<file path="src/rtl/dwrom_pkg.sv">
package dwrom_pkg;

    localparam int DQ_W   = 16;
    localparam int BYTE_W = 8;

    localparam logic [BYTE_W-1:0] MFR_CODE = 8'h20;
    localparam logic [BYTE_W-1:0] DEV_CODE = 8'hB8;

    typedef enum logic [1:0] {
        LANE_OFF  = 2'd0,
        LANE_WORD = 2'd1,
        LANE_BYTE = 2'd2
    } lane_e;

    typedef struct packed {
        logic [DQ_W-1:0] data;
        logic [DQ_W-1:0] drive;
    } lane_s;

    function automatic logic [DQ_W-1:0] half_of(input logic [DQ_W-1:0] w, input logic hi);
        return hi ? {{BYTE_W{1'b0}}, w[DQ_W-1:BYTE_W]} : {{BYTE_W{1'b0}}, w[BYTE_W-1:0]};
    endfunction

    function automatic logic [DQ_W-1:0] ident(input logic sel);
        return {{BYTE_W{1'b0}}, (sel ? DEV_CODE : MFR_CODE)};
    endfunction

endpackage

</file>
<file path="src/rtl/dwrom_store.sv">
module dwrom_store #(
    parameter int ADDR_W = 8,
    parameter int DATA_W = 16
) (
    input  logic              clk,
    input  logic              we,
    input  logic [ADDR_W-1:0] waddr,
    input  logic [DATA_W-1:0] wdata,
    input  logic [ADDR_W-1:0] raddr,
    output logic [DATA_W-1:0] rdata
);
    localparam int DEPTH = 1 << ADDR_W;

    logic [DATA_W-1:0] cells [DEPTH];

    always_ff @(posedge clk) begin
        if (we) begin
            cells[waddr] <= wdata;
        end
    end

    assign rdata = cells[raddr];

endmodule

</file>
<file path="src/rtl/dwrom_access_timer.sv">
module dwrom_access_timer #(
    parameter int ADDR_W   = 8,
    parameter int ADDR_LAT = 4,
    parameter int OE_LAT   = 2
) (
    input  logic              clk,
    input  logic              rst,
    input  logic              ce_n,
    input  logic              oe_n,
    input  logic              wide_sel,
    input  logic              id_flag,
    input  logic [ADDR_W-1:0] addr,
    input  logic              ext_lsb,
    output logic              timing_ok
);
    localparam int AC_W = $clog2(ADDR_LAT + 1);
    localparam int OC_W = $clog2(OE_LAT + 1);
    localparam logic [AC_W-1:0] A_MAX = AC_W'(ADDR_LAT);
    localparam logic [OC_W-1:0] O_MAX = OC_W'(OE_LAT);

    logic [AC_W-1:0]   acnt;
    logic [OC_W-1:0]   ocnt;
    logic [ADDR_W-1:0] addr_q;
    logic              wide_q, id_q, lsb_q;
    logic              moved, a_restart, o_restart, a_done, o_done;

    assign moved     = (addr != addr_q) || (wide_sel != wide_q) || (id_flag != id_q)
                     || (!wide_sel && (ext_lsb != lsb_q));
    assign a_restart = ce_n || moved;
    assign o_restart = ce_n || oe_n;
    assign a_done    = (acnt == A_MAX);
    assign o_done    = (ocnt == O_MAX);
    assign timing_ok = a_done && o_done && !moved;

    always_ff @(posedge clk) begin
        if (rst) begin
            acnt   <= '0;
            ocnt   <= '0;
            addr_q <= '0;
            wide_q <= 1'b0;
            id_q   <= 1'b0;
            lsb_q  <= 1'b0;
        end else begin
            addr_q <= addr;
            wide_q <= wide_sel;
            id_q   <= id_flag;
            lsb_q  <= ext_lsb;
            if (a_restart)    acnt <= '0;
            else if (!a_done) acnt <= acnt + 1'b1;
            if (o_restart)    ocnt <= '0;
            else if (!o_done) ocnt <= ocnt + 1'b1;
        end
    end

    AST_ADDR_RESTART: assert property (@(posedge clk) disable iff (rst)
        a_restart |=> !a_done);
    AST_OE_RESTART: assert property (@(posedge clk) disable iff (rst)
        o_restart |=> !o_done);
    AST_RESET_CLEARS: assert property (@(posedge clk)
        rst |=> (acnt == '0 && ocnt == '0));

endmodule

</file>
<file path="src/rtl/dwrom_lane_sel.sv">
module dwrom_lane_sel
    import dwrom_pkg::*;
(
    input  logic            ce_n,
    input  logic            oe_n,
    input  logic            wide_sel,
    input  logic            id_flag,
    input  logic            ext_lsb,
    input  logic            addr0,
    input  logic            timing_ok,
    input  logic [DQ_W-1:0] word,
    output lane_s           lane,
    output logic            valid
);
    lane_e           mode;
    logic [DQ_W-1:0] chosen;

    always_comb begin
        if (ce_n || oe_n) mode = LANE_OFF;
        else if (wide_sel) mode = LANE_WORD;
        else               mode = LANE_BYTE;
    end

    always_comb begin
        if (id_flag)       chosen = ident(addr0);
        else if (wide_sel) chosen = word;
        else               chosen = half_of(word, ext_lsb);
    end

    always_comb begin
        unique case (mode)
            LANE_WORD: lane.drive = {DQ_W{1'b1}};
            LANE_BYTE: lane.drive = {{(DQ_W-BYTE_W){1'b0}}, {BYTE_W{1'b1}}};
            default:   lane.drive = '0;
        endcase
        valid     = (mode != LANE_OFF) && timing_ok;
        lane.data = valid ? (chosen & lane.drive) : '0;
    end

endmodule

</file>
<file path="src/rtl/dwrom_port.sv">
module dwrom_port
    import dwrom_pkg::*;
#(
    parameter int ADDR_W   = 8,
    parameter int ADDR_LAT = 4,
    parameter int OE_LAT   = 2
) (
    input  logic              clk,
    input  logic              rst,
    input  logic              ld_en,
    input  logic [ADDR_W-1:0] ld_addr,
    input  logic [15:0]       ld_data,
    input  logic              ce_n,
    input  logic              oe_n,
    input  logic              wide_sel,
    input  logic              id_flag,
    input  logic [ADDR_W-1:0] addr,
    input  logic              ext_lsb,
    output logic [15:0]       dq_out,
    output logic [15:0]       dq_oe,
    output logic              data_valid,
    output logic              standby
);
    logic [DQ_W-1:0] word;
    logic            timing_ok;
    lane_s           lane;

    dwrom_store #(.ADDR_W(ADDR_W), .DATA_W(DQ_W)) u_store (
        .clk(clk), .we(ld_en), .waddr(ld_addr), .wdata(ld_data),
        .raddr(addr), .rdata(word)
    );

    dwrom_access_timer #(.ADDR_W(ADDR_W), .ADDR_LAT(ADDR_LAT), .OE_LAT(OE_LAT)) u_timer (
        .clk(clk), .rst(rst), .ce_n(ce_n), .oe_n(oe_n), .wide_sel(wide_sel),
        .id_flag(id_flag), .addr(addr), .ext_lsb(ext_lsb), .timing_ok(timing_ok)
    );

    dwrom_lane_sel u_lane (
        .ce_n(ce_n), .oe_n(oe_n), .wide_sel(wide_sel), .id_flag(id_flag),
        .ext_lsb(ext_lsb), .addr0(addr[0]), .timing_ok(timing_ok),
        .word(word), .lane(lane), .valid(data_valid)
    );

    assign dq_out  = lane.data;
    assign dq_oe   = lane.drive;
    assign standby = ce_n;

    AST_STANDBY_HIZ: assert property (@(posedge clk) disable iff (rst)
        ce_n |-> (dq_oe == '0 && standby));
    AST_BYTE_UPPER_HIZ: assert property (@(posedge clk) disable iff (rst)
        !wide_sel |-> (dq_oe[15:8] == '0));
    AST_VALID_GATED: assert property (@(posedge clk) disable iff (rst)
        data_valid |-> (!ce_n && !oe_n));
    AST_ID_UPPER_ZERO: assert property (@(posedge clk) disable iff (rst)
        (id_flag && data_valid) |-> (dq_out[15:8] == '0));
    AST_QUIET_INVALID: assert property (@(posedge clk) disable iff (rst)
        !data_valid |-> (dq_out == '0));

endmodule

</file>
<file path="config.mk">
export PLATFORM = sky130hd
export DESIGN_NAME = dwrom_port
export DESIGN_NICKNAME = d
export VERILOG_FILES = /design/src/rtl/dwrom_pkg.sv /design/src/rtl/dwrom_store.sv /design/src/rtl/dwrom_access_timer.sv /design/src/rtl/dwrom_lane_sel.sv /design/src/rtl/dwrom_port.sv
export SDC_FILE = /design/constraint.sdc
export NUM_CORES = 2
export LEC_CHECK = 0
export BUFFER_PORTS_ARGS = -buffer_cell sky130_fd_sc_hd__clkbuf_2
export CAP_MARGIN = 20
export CORE_ASPECT_RATIO = 0.9
export CORE_MARGIN = 3
export CORE_UTILIZATION = 46
export DETAILED_ROUTE_END_ITERATION = 6
export PLACE_DENSITY = 0.73
export SYNTH_ARGS = -nofsm -noshare
export SYNTH_HDL_FRONTEND = slang
export SYNTH_SLANG_ARGS = --single-unit
</file>
<file path="constraint.sdc">
create_clock -name clk -period 2.5 [get_ports clk]
set_clock_uncertainty 0.05 [all_clocks]
set_input_delay 0.125 -clock clk [delete_from_list [all_inputs] [get_ports clk]]
set_output_delay 0.125 -clock clk [all_outputs]
set_load 0.005 [all_outputs]
</file>
## After elaboration in Yosys (flattened, before gate mapping)

Memories as Yosys holds them, arrays and structs flattened.
Cells that the tools add are included.

- Register bits after elaboration: 16
- Memories: 1
- Output and inout port bits: 34
- Memory bits (writable): 4096
- Word-level logic and storage cells: 42

- Reduce and logical (&&, ||, !) cells: 14
- Equality and inequality tests: 8
- Muxes and demuxes: 10
- Bitwise gates (word level): 1
- Add/subtract/negate cells: 2

Memories:

| name | words | width | read ports | clocked after Yosys merged registers in | wr ports | line | text |
|---|---|---|---|---|---|---|---|
| u_store.cells | 256 | 16 | 1 | 0 | 1 | dwrom_store.sv:14 | `logic [DATA_W-1:0] cells [DEPTH];` |

Operators by type and width:

| cell | number |
|---|---|
| 2-to-1 mux 16 bit | 3 |
| case mux 16 bit (2 select lines) | 1 |
| AND 16 bit | 1 |
| 2-to-1 mux 8 bit | 2 |
| != test 8 bit | 1 |
| logical OR 1 bit | 5 |
| == test 2 bit (second input constant) | 2 |
| logical AND 1 bit | 4 |
| 2-to-1 mux 2 bit | 2 |
| OR reduction 2 bit | 2 |
| adder 3 x 1 -> 3 bit (second input constant) | 1 |
| == test 3 bit (second input constant) | 1 |
| != test 1 bit | 3 |
| adder 2 x 1 -> 2 bit (second input constant) | 1 |
| == test 2 x 1 -> 1 bit (second input constant) | 1 |
| logical NOT 1 bit | 2 |
| 2-to-1 mux 1 bit | 2 |
| nonzero test 2 bit | 1 |

## Depth between registers and ports, before layout

- Depth in word-level cells: 8
- Gate-level depth with buffers: 14

## Cells and area by module

Synthesis repeated with hierarchy kept, for this count alone.

- Cell total of the unflattened synthesis: 7468
- Area total of the unflattened synthesis: 159450.4 um2

Modules (own cells, without submodules):

| module | cells each | area each (um2) | times used |
|---|---|---|---|
| dwrom_store | 7344 | 158394.4 | 1 |
| dwrom_access_timer | 66 | 670.6 | 1 |
| dwrom_lane_sel | 57 | 377.9 | 1 |
| dwrom_port | 1 | 7.5 | 1 |

## Worst setup path before layout

Ideal clock, no wire load.

- Path type: input to output
- Start point: input port addr[0]
- End point: output port dq_out[0]
- Data required time: 2.325 ns
- Stages on the path: 10
- Arrival: 2.475 ns
- Path slack: -0.150 ns
- Cell sequence: buf_6 > buf_6 > buf_4 > buf_2 > mux4_2 > mux4_2 > a22oi_1 > a21oi_1 > nor4_1 > o32ai_1

- Longest elaborated chain between the ends: 8

RTL lines:

| item | line | text |
|---|---|---|
| start, declared | dwrom_port.sv:17 | `input logic [ADDR_W-1:0] addr,` |
| parallel branches: the longest is 7 deep, another holds memory read (256 x 16 bit) | n/a |  |
| 2-to-1 mux 16 bit (*) | dwrom_lane_sel.sv:37 | `lane.data = valid ? (chosen & lane.drive) : '0;` |
| end, declared | dwrom_port.sv:19 | `output logic [15:0] dq_out,` |

Mark *: on every way between the ends.

## Final worst setup path

- Start point: memory u_store.cells[127][15]
- End point: output port dq_out[7]

- Longest elaborated chain between the ends: 6

RTL lines:

| item | line | text |
|---|---|---|
| start, declared | dwrom_store.sv:14 |  |
| memory read (256 x 16 bit) | n/a |  |
| 2-to-1 mux 8 bit | dwrom_pkg.sv:21 | `return hi ? {{BYTE_W{1'b0}}, w[DQ_W-1:BYTE_W]} : {{BYTE_W{1'b0}}, w[BYTE_W-1:0]};` |
| 2-to-1 mux 16 bit | dwrom_lane_sel.sv:26 | `else if (wide_sel) chosen = word;` |
| 2-to-1 mux 16 bit | dwrom_lane_sel.sv:25 | `if (id_flag) chosen = ident(addr0);` |
| AND 16 bit | dwrom_lane_sel.sv:37 |  |
| 2-to-1 mux 16 bit | dwrom_lane_sel.sv:37 |  |

Every way passes these cells.

==> results.txt <==
The arrival time of data at the critical path endpoint is 3.99 ns. The share of layout cells above drive strength 1 is 37.8%. The buffer and inverter count on the worst path is 3. The count of port buffers added during placement is 73.

The total routed wirelength is 453000 µm. The maximum net fanout on the critical path came out at 2. The sequential cells in the finished layout cover a total of 0.123 mm².

Summed over all cells, the static leakage comes to 59.3 nW. The total via count in the routed design came out at 81800. The netlist area before placement came out at 0.158 mm². The kind of start point of the critical path is a flop.

The number of placement rows is 203. Dividing the detail-routed wire length by the instance count gives 35.7 µm. Setup repair after global routing could not meet its margin everywhere.

The die height came out at 562 µm. The core region is 0.341 mm². Once layout is done, the placed cells without fillers occupy 0.187 mm². The smallest hold slack came out at 0.114 ns.

The reg2reg setup slack is 0.10 ns. The post-layout minimum cycle time came out at 4.17 ns. The die boundary width is 624 µm. The detailed-placement wirelength estimate came out at 281000 µm. The total count of hold-check failures in the final report came to 0. In this run the mean area of a mapped cell was 23.7 µm². The sequential-to-total area share from yosys stat is 78.1%.

The initial antenna violation count is 42. The largest single stage delay on the critical path is 0.57 ns. The critical path's most frequent cell is sky130_fd_sc_hd__buf_4. The layer flagged by global routing as most heavily used is met2. The post-synth net total came out at 6712. The number of buffers created by CTS came out at 395. After layout, the worst path uses 167% of the clock period. The worst setup path is captured at a primary output. The worst slew margin relative to its limit came out at 26.0%. The number of setup violations in the final report came out at 17. The global routing met3 resource utilization is 8.49%. The number of DRC markers in iteration 0 came out at 13900. Traced cell by cell, the critical path runs through mux4_2, mux2i_4, o21ai_1, buf_4, a211o_1, o211ai_1, buf_4, nor3_2, or4_4, clkbuf_2. The maximum number of pins on one net before global-route repair is 113.

Once detail routing completed, the nets flagged for antenna violations numbered 0. Summing all multi-input logic gate instances after layout gives 0.0334 mm². The later pin in the worst-skew pair is clocked with a latency of 0.96 ns.

The clock root buffer is sky130_fd_sc_hd__clkbuf_16. The share of the core filled with cells in the final layout is 54.7%. By startpoint and endpoint, the worst setup path is classified as reg -> out. After clock tree synthesis, the clock-pin slew on the worst setup and hold paths is 0.07 ns. The run finished, with violations left. The number of max-cap violations came out at 0. The fraction of synthesis flops using an asynchronous set or reset pin came out at 0%. The synthesized netlist cell count is 6668. The detailed-router iteration count before antenna repair came out at 7. TritonCTS built the clock tree. Data on the critical path is required at its endpoint by 2.33 ns.

The initial core utilization is 46.3%. The clock passes through at most 4 buffers. The first global-routing pass estimated 633000 µm of wire. The number of max-slew violations in the final report came out at 0. The H-tree depth reported by CTS came out at 5. In the final timing run, aggregate negative setup slack is -22.70 ns. The worst-case IR drop observed on VDD is 0.704 mV.

The synthesized netlist contains 60 unique library cells. The checks that failed: negative setup slack. The number of warning messages in the yosys log came out at 0. The worst hold path belongs to the class in -> reg. The number of placed I/O pins is 74. The final weighted congestion in routability-driven placement is 1.01. The filler cell count came out at 24300. The kind of cell adding the most delay to the critical path is multiplexers. The highest clock frequency the design can meet is 0.240 GHz.

The largest individual stage delay along the critical path comes from the cell sky130_fd_sc_hd__mux4_2. In this run, synthesis inferred 4096 flip-flops with an integrated enable. The detailed-route vias per instance is 6.45.

The area added between synthesis and finish is 18.1%. At the pin with the least slew margin, the transition time is 1.11 ns. In this run the cell area measured after placement is 0.172 mm². After the last flow step, the layout net total stands at 7892.

The overflow left after global routing is 0. The cell area power density came out at 777 mW/mm². Among all flip-flop cells after synthesis, the most frequent one is sky130_fd_sc_hd__edfxtp_1. The die area came out at 0.350 mm². The met2 demand-to-capacity share in global routing is 38.3%. The met1 usage came out at 34.5%.

After layout, the worst setup slack is -1.67 ns. The post-synthesis sequential element count is 4112. For this run, design rule violations remaining after detail routing come to 0.

The via count of the first global-routing pass is 80400. The overall routing resource usage is 25.7%. The tree built by TritonCTS fans out to 4112 sinks.
-- metal layers --
layer,vias to the layer above,routed length (µm),share of wire [%]
met4,30,26400,5.8
met2,6670,206000,45
met1,42900,158000,35
met3,1166,63000,14
met5,-,213,0.047
li1,31000,-,-
-- worst paths after layout --
check | end | depth (start not counted) | start
worst max register to register | u_timer.acnt[2] | 7 | u_timer.addr_q[4]
worst max-delay path | dq_out[7] | 10 | u_store.cells[127][15]
worst min-delay path | u_timer.addr_q[4] | 6 | addr[4]
worst min register to register | u_timer.acnt[1] | 2 | u_timer.acnt[2]
-- area by class of cell --
cell class | count | area share, %
multi-input cells | 2153 | 17.9
diodes | 12 | 0.0161
clock buffers | 484 | 5.55
inverters | 12 | 0.0302
well taps | 4510 | 3.03
clock inverters | 226 | 1.40
flip-flops and latches | 4112 | 66.1
repair buffers | 1174 | 5.96
-- cell usage after synthesis (4+ instances only) --
library cell	instances	share of area, %
sky130_fd_sc_hd__edfxtp_1	4096	78
sky130_fd_sc_hd__mux4_2	1195	17
sky130_fd_sc_hd__nor2_1	299	0.71
sky130_fd_sc_hd__clkbuf_1	155	0.37
sky130_fd_sc_hd__a22oi_1	112	0.53
sky130_fd_sc_hd__nand2_1	106	0.25
sky130_fd_sc_hd__buf_2	81	0.26
sky130_fd_sc_hd__buf_4	81	0.38
sky130_fd_sc_hd__mux2i_1	75	0.48
sky130_fd_sc_hd__nand3_1	49	0.16
sky130_fd_sc_hd__a21oi_1	44	0.14
sky130_fd_sc_hd__o22ai_1	43	0.17
sky130_fd_sc_hd__buf_6	42	0.30
sky130_fd_sc_hd__buf_1	31	0.074
sky130_fd_sc_hd__nor3_1	30	0.095
sky130_fd_sc_hd__nor2b_1	25	0.099
sky130_fd_sc_hd__dfxtp_1	16	0.20
sky130_fd_sc_hd__nand4_1	16	0.063
sky130_fd_sc_hd__o21ai_0	14	0.044
sky130_fd_sc_hd__a211oi_1	12	0.057
sky130_fd_sc_hd__xor2_1	11	0.061
sky130_fd_sc_hd__a221oi_1	10	0.055
sky130_fd_sc_hd__nor4_1	10	0.040
sky130_fd_sc_hd__a22o_1	9	0.050
sky130_fd_sc_hd__inv_1	9	0.021
sky130_fd_sc_hd__a31oi_1	8	0.032
sky130_fd_sc_hd__nand2b_1	8	0.032
sky130_fd_sc_hd__or3_1	8	0.032
sky130_fd_sc_hd__o32ai_1	7	0.039
sky130_fd_sc_hd__and2_1	5	0.020
sky130_fd_sc_hd__nand3b_1	5	0.024
sky130_fd_sc_hd__or2_2	5	0.020
sky130_fd_sc_hd__ha_1	4	0.032
sky130_fd_sc_hd__or3b_2	4	0.022
sky130_fd_sc_hd__or4_1	4	0.019
-- metrics by stage --
step,std cells,total power [mW],setup WS [ns]
CTS,12700,145,-1.58
floorplan,6668,81.2,-0.0296
global placement,11900,85.3,-1.85
global route,12700,148,-1.65
finish,12700,145,-1.67
detailed placement,11900,85.4,-1.87
-- logic make-up (layout without fill, tap and decap cells) --
kind of cell    after synthesis  after routing  synth area share [%]
buf+inv                     403           1896                  1.42
compound gates              285            285                  1.26
mux                        1272           1272                  17.5
other cells                   0             12                     0
flops                      4112           4112                  78.1
simple gates                580            580                  1.62
fa+ha+maj                     4              4                0.0317
xor+xnor                     12             12                0.0665
-- cells in the final DEF (no fill, tap or decap), types with 15 or more instances in the layout --
| cell type | instances |
|---|---|
| sky130_fd_sc_hd__mux4_2 | 1195 |
| sky130_fd_sc_hd__clkinv_1 | 79 |
| sky130_fd_sc_hd__clkbuf_1 | 82 |
| sky130_fd_sc_hd__edfxtp_1 | 4096 |
| sky130_fd_sc_hd__a22oi_1 | 97 |
| sky130_fd_sc_hd__a22oi_2 | 15 |
| sky130_fd_sc_hd__nor2_1 | 210 |
| sky130_fd_sc_hd__nor3_1 | 15 |
| sky130_fd_sc_hd__nand3_1 | 45 |
| sky130_fd_sc_hd__clkbuf_16 | 401 |
| sky130_fd_sc_hd__buf_6 | 21 |
| sky130_fd_sc_hd__clkbuf_8 | 17 |
| sky130_fd_sc_hd__buf_4 | 875 |
| sky130_fd_sc_hd__bufinv_16 | 52 |
| sky130_fd_sc_hd__dlygate4sd3_1 | 41 |
| sky130_fd_sc_hd__clkinv_2 | 57 |
| sky130_fd_sc_hd__dfxtp_1 | 15 |
| sky130_fd_sc_hd__nor2b_1 | 18 |
| sky130_fd_sc_hd__mux2i_1 | 72 |
| sky130_fd_sc_hd__o22ai_1 | 40 |
| sky130_fd_sc_hd__nand4_1 | 16 |
| sky130_fd_sc_hd__clkbuf_2 | 41 |
| sky130_fd_sc_hd__buf_12 | 170 |
| sky130_fd_sc_hd__a21oi_1 | 35 |
| sky130_fd_sc_hd__nand2_1 | 100 |
| sky130_fd_sc_hd__nor2_2 | 86 |
-- worst reg2reg max path, stage by stage, from the launching register on --
cell and delay (ns):
sky130_fd_sc_hd__dfxtp_2 0.32, sky130_fd_sc_hd__xor2_1 0.17, sky130_fd_sc_hd__nor4_2 0.31, sky130_fd_sc_hd__nand4_1 0.18
sky130_fd_sc_hd__buf_4 0.17, sky130_fd_sc_hd__dlygate4sd3_1 0.56, sky130_fd_sc_hd__or3_1 0.36, sky130_fd_sc_hd__nor3_1 0.21
-- flip-flops by register name (all words and copies together) (netlist names) --
register / count
u_timer.wide_q: 1
u_timer.addr_q: 8
u_timer.id_q: 1
u_store.cells: 4096
u_timer.lsb_q: 1
u_timer.acnt: 3
u_timer.ocnt: 2
-- report_power, final --
group	switching [mW]	total (mW)	internal (mW)	leakage, nW
logic	5.04	8.48	3.44	16.1
clock network	25.6	60.5	34.9	6.30
registers	0.0435	76.0	75.9	36.9
-- repair_timing --
item | CTS | global route
pin swaps | 47 | 18
resized for setup | 122 | 48
endpoints found under the setup margin | 17 | 20
hold buffers | 41 | 0
buffers inserted | 4 | 8
hold endpoints to repair | 1508 | 0
No activity file was read; power rests on OpenSTA's default activity.
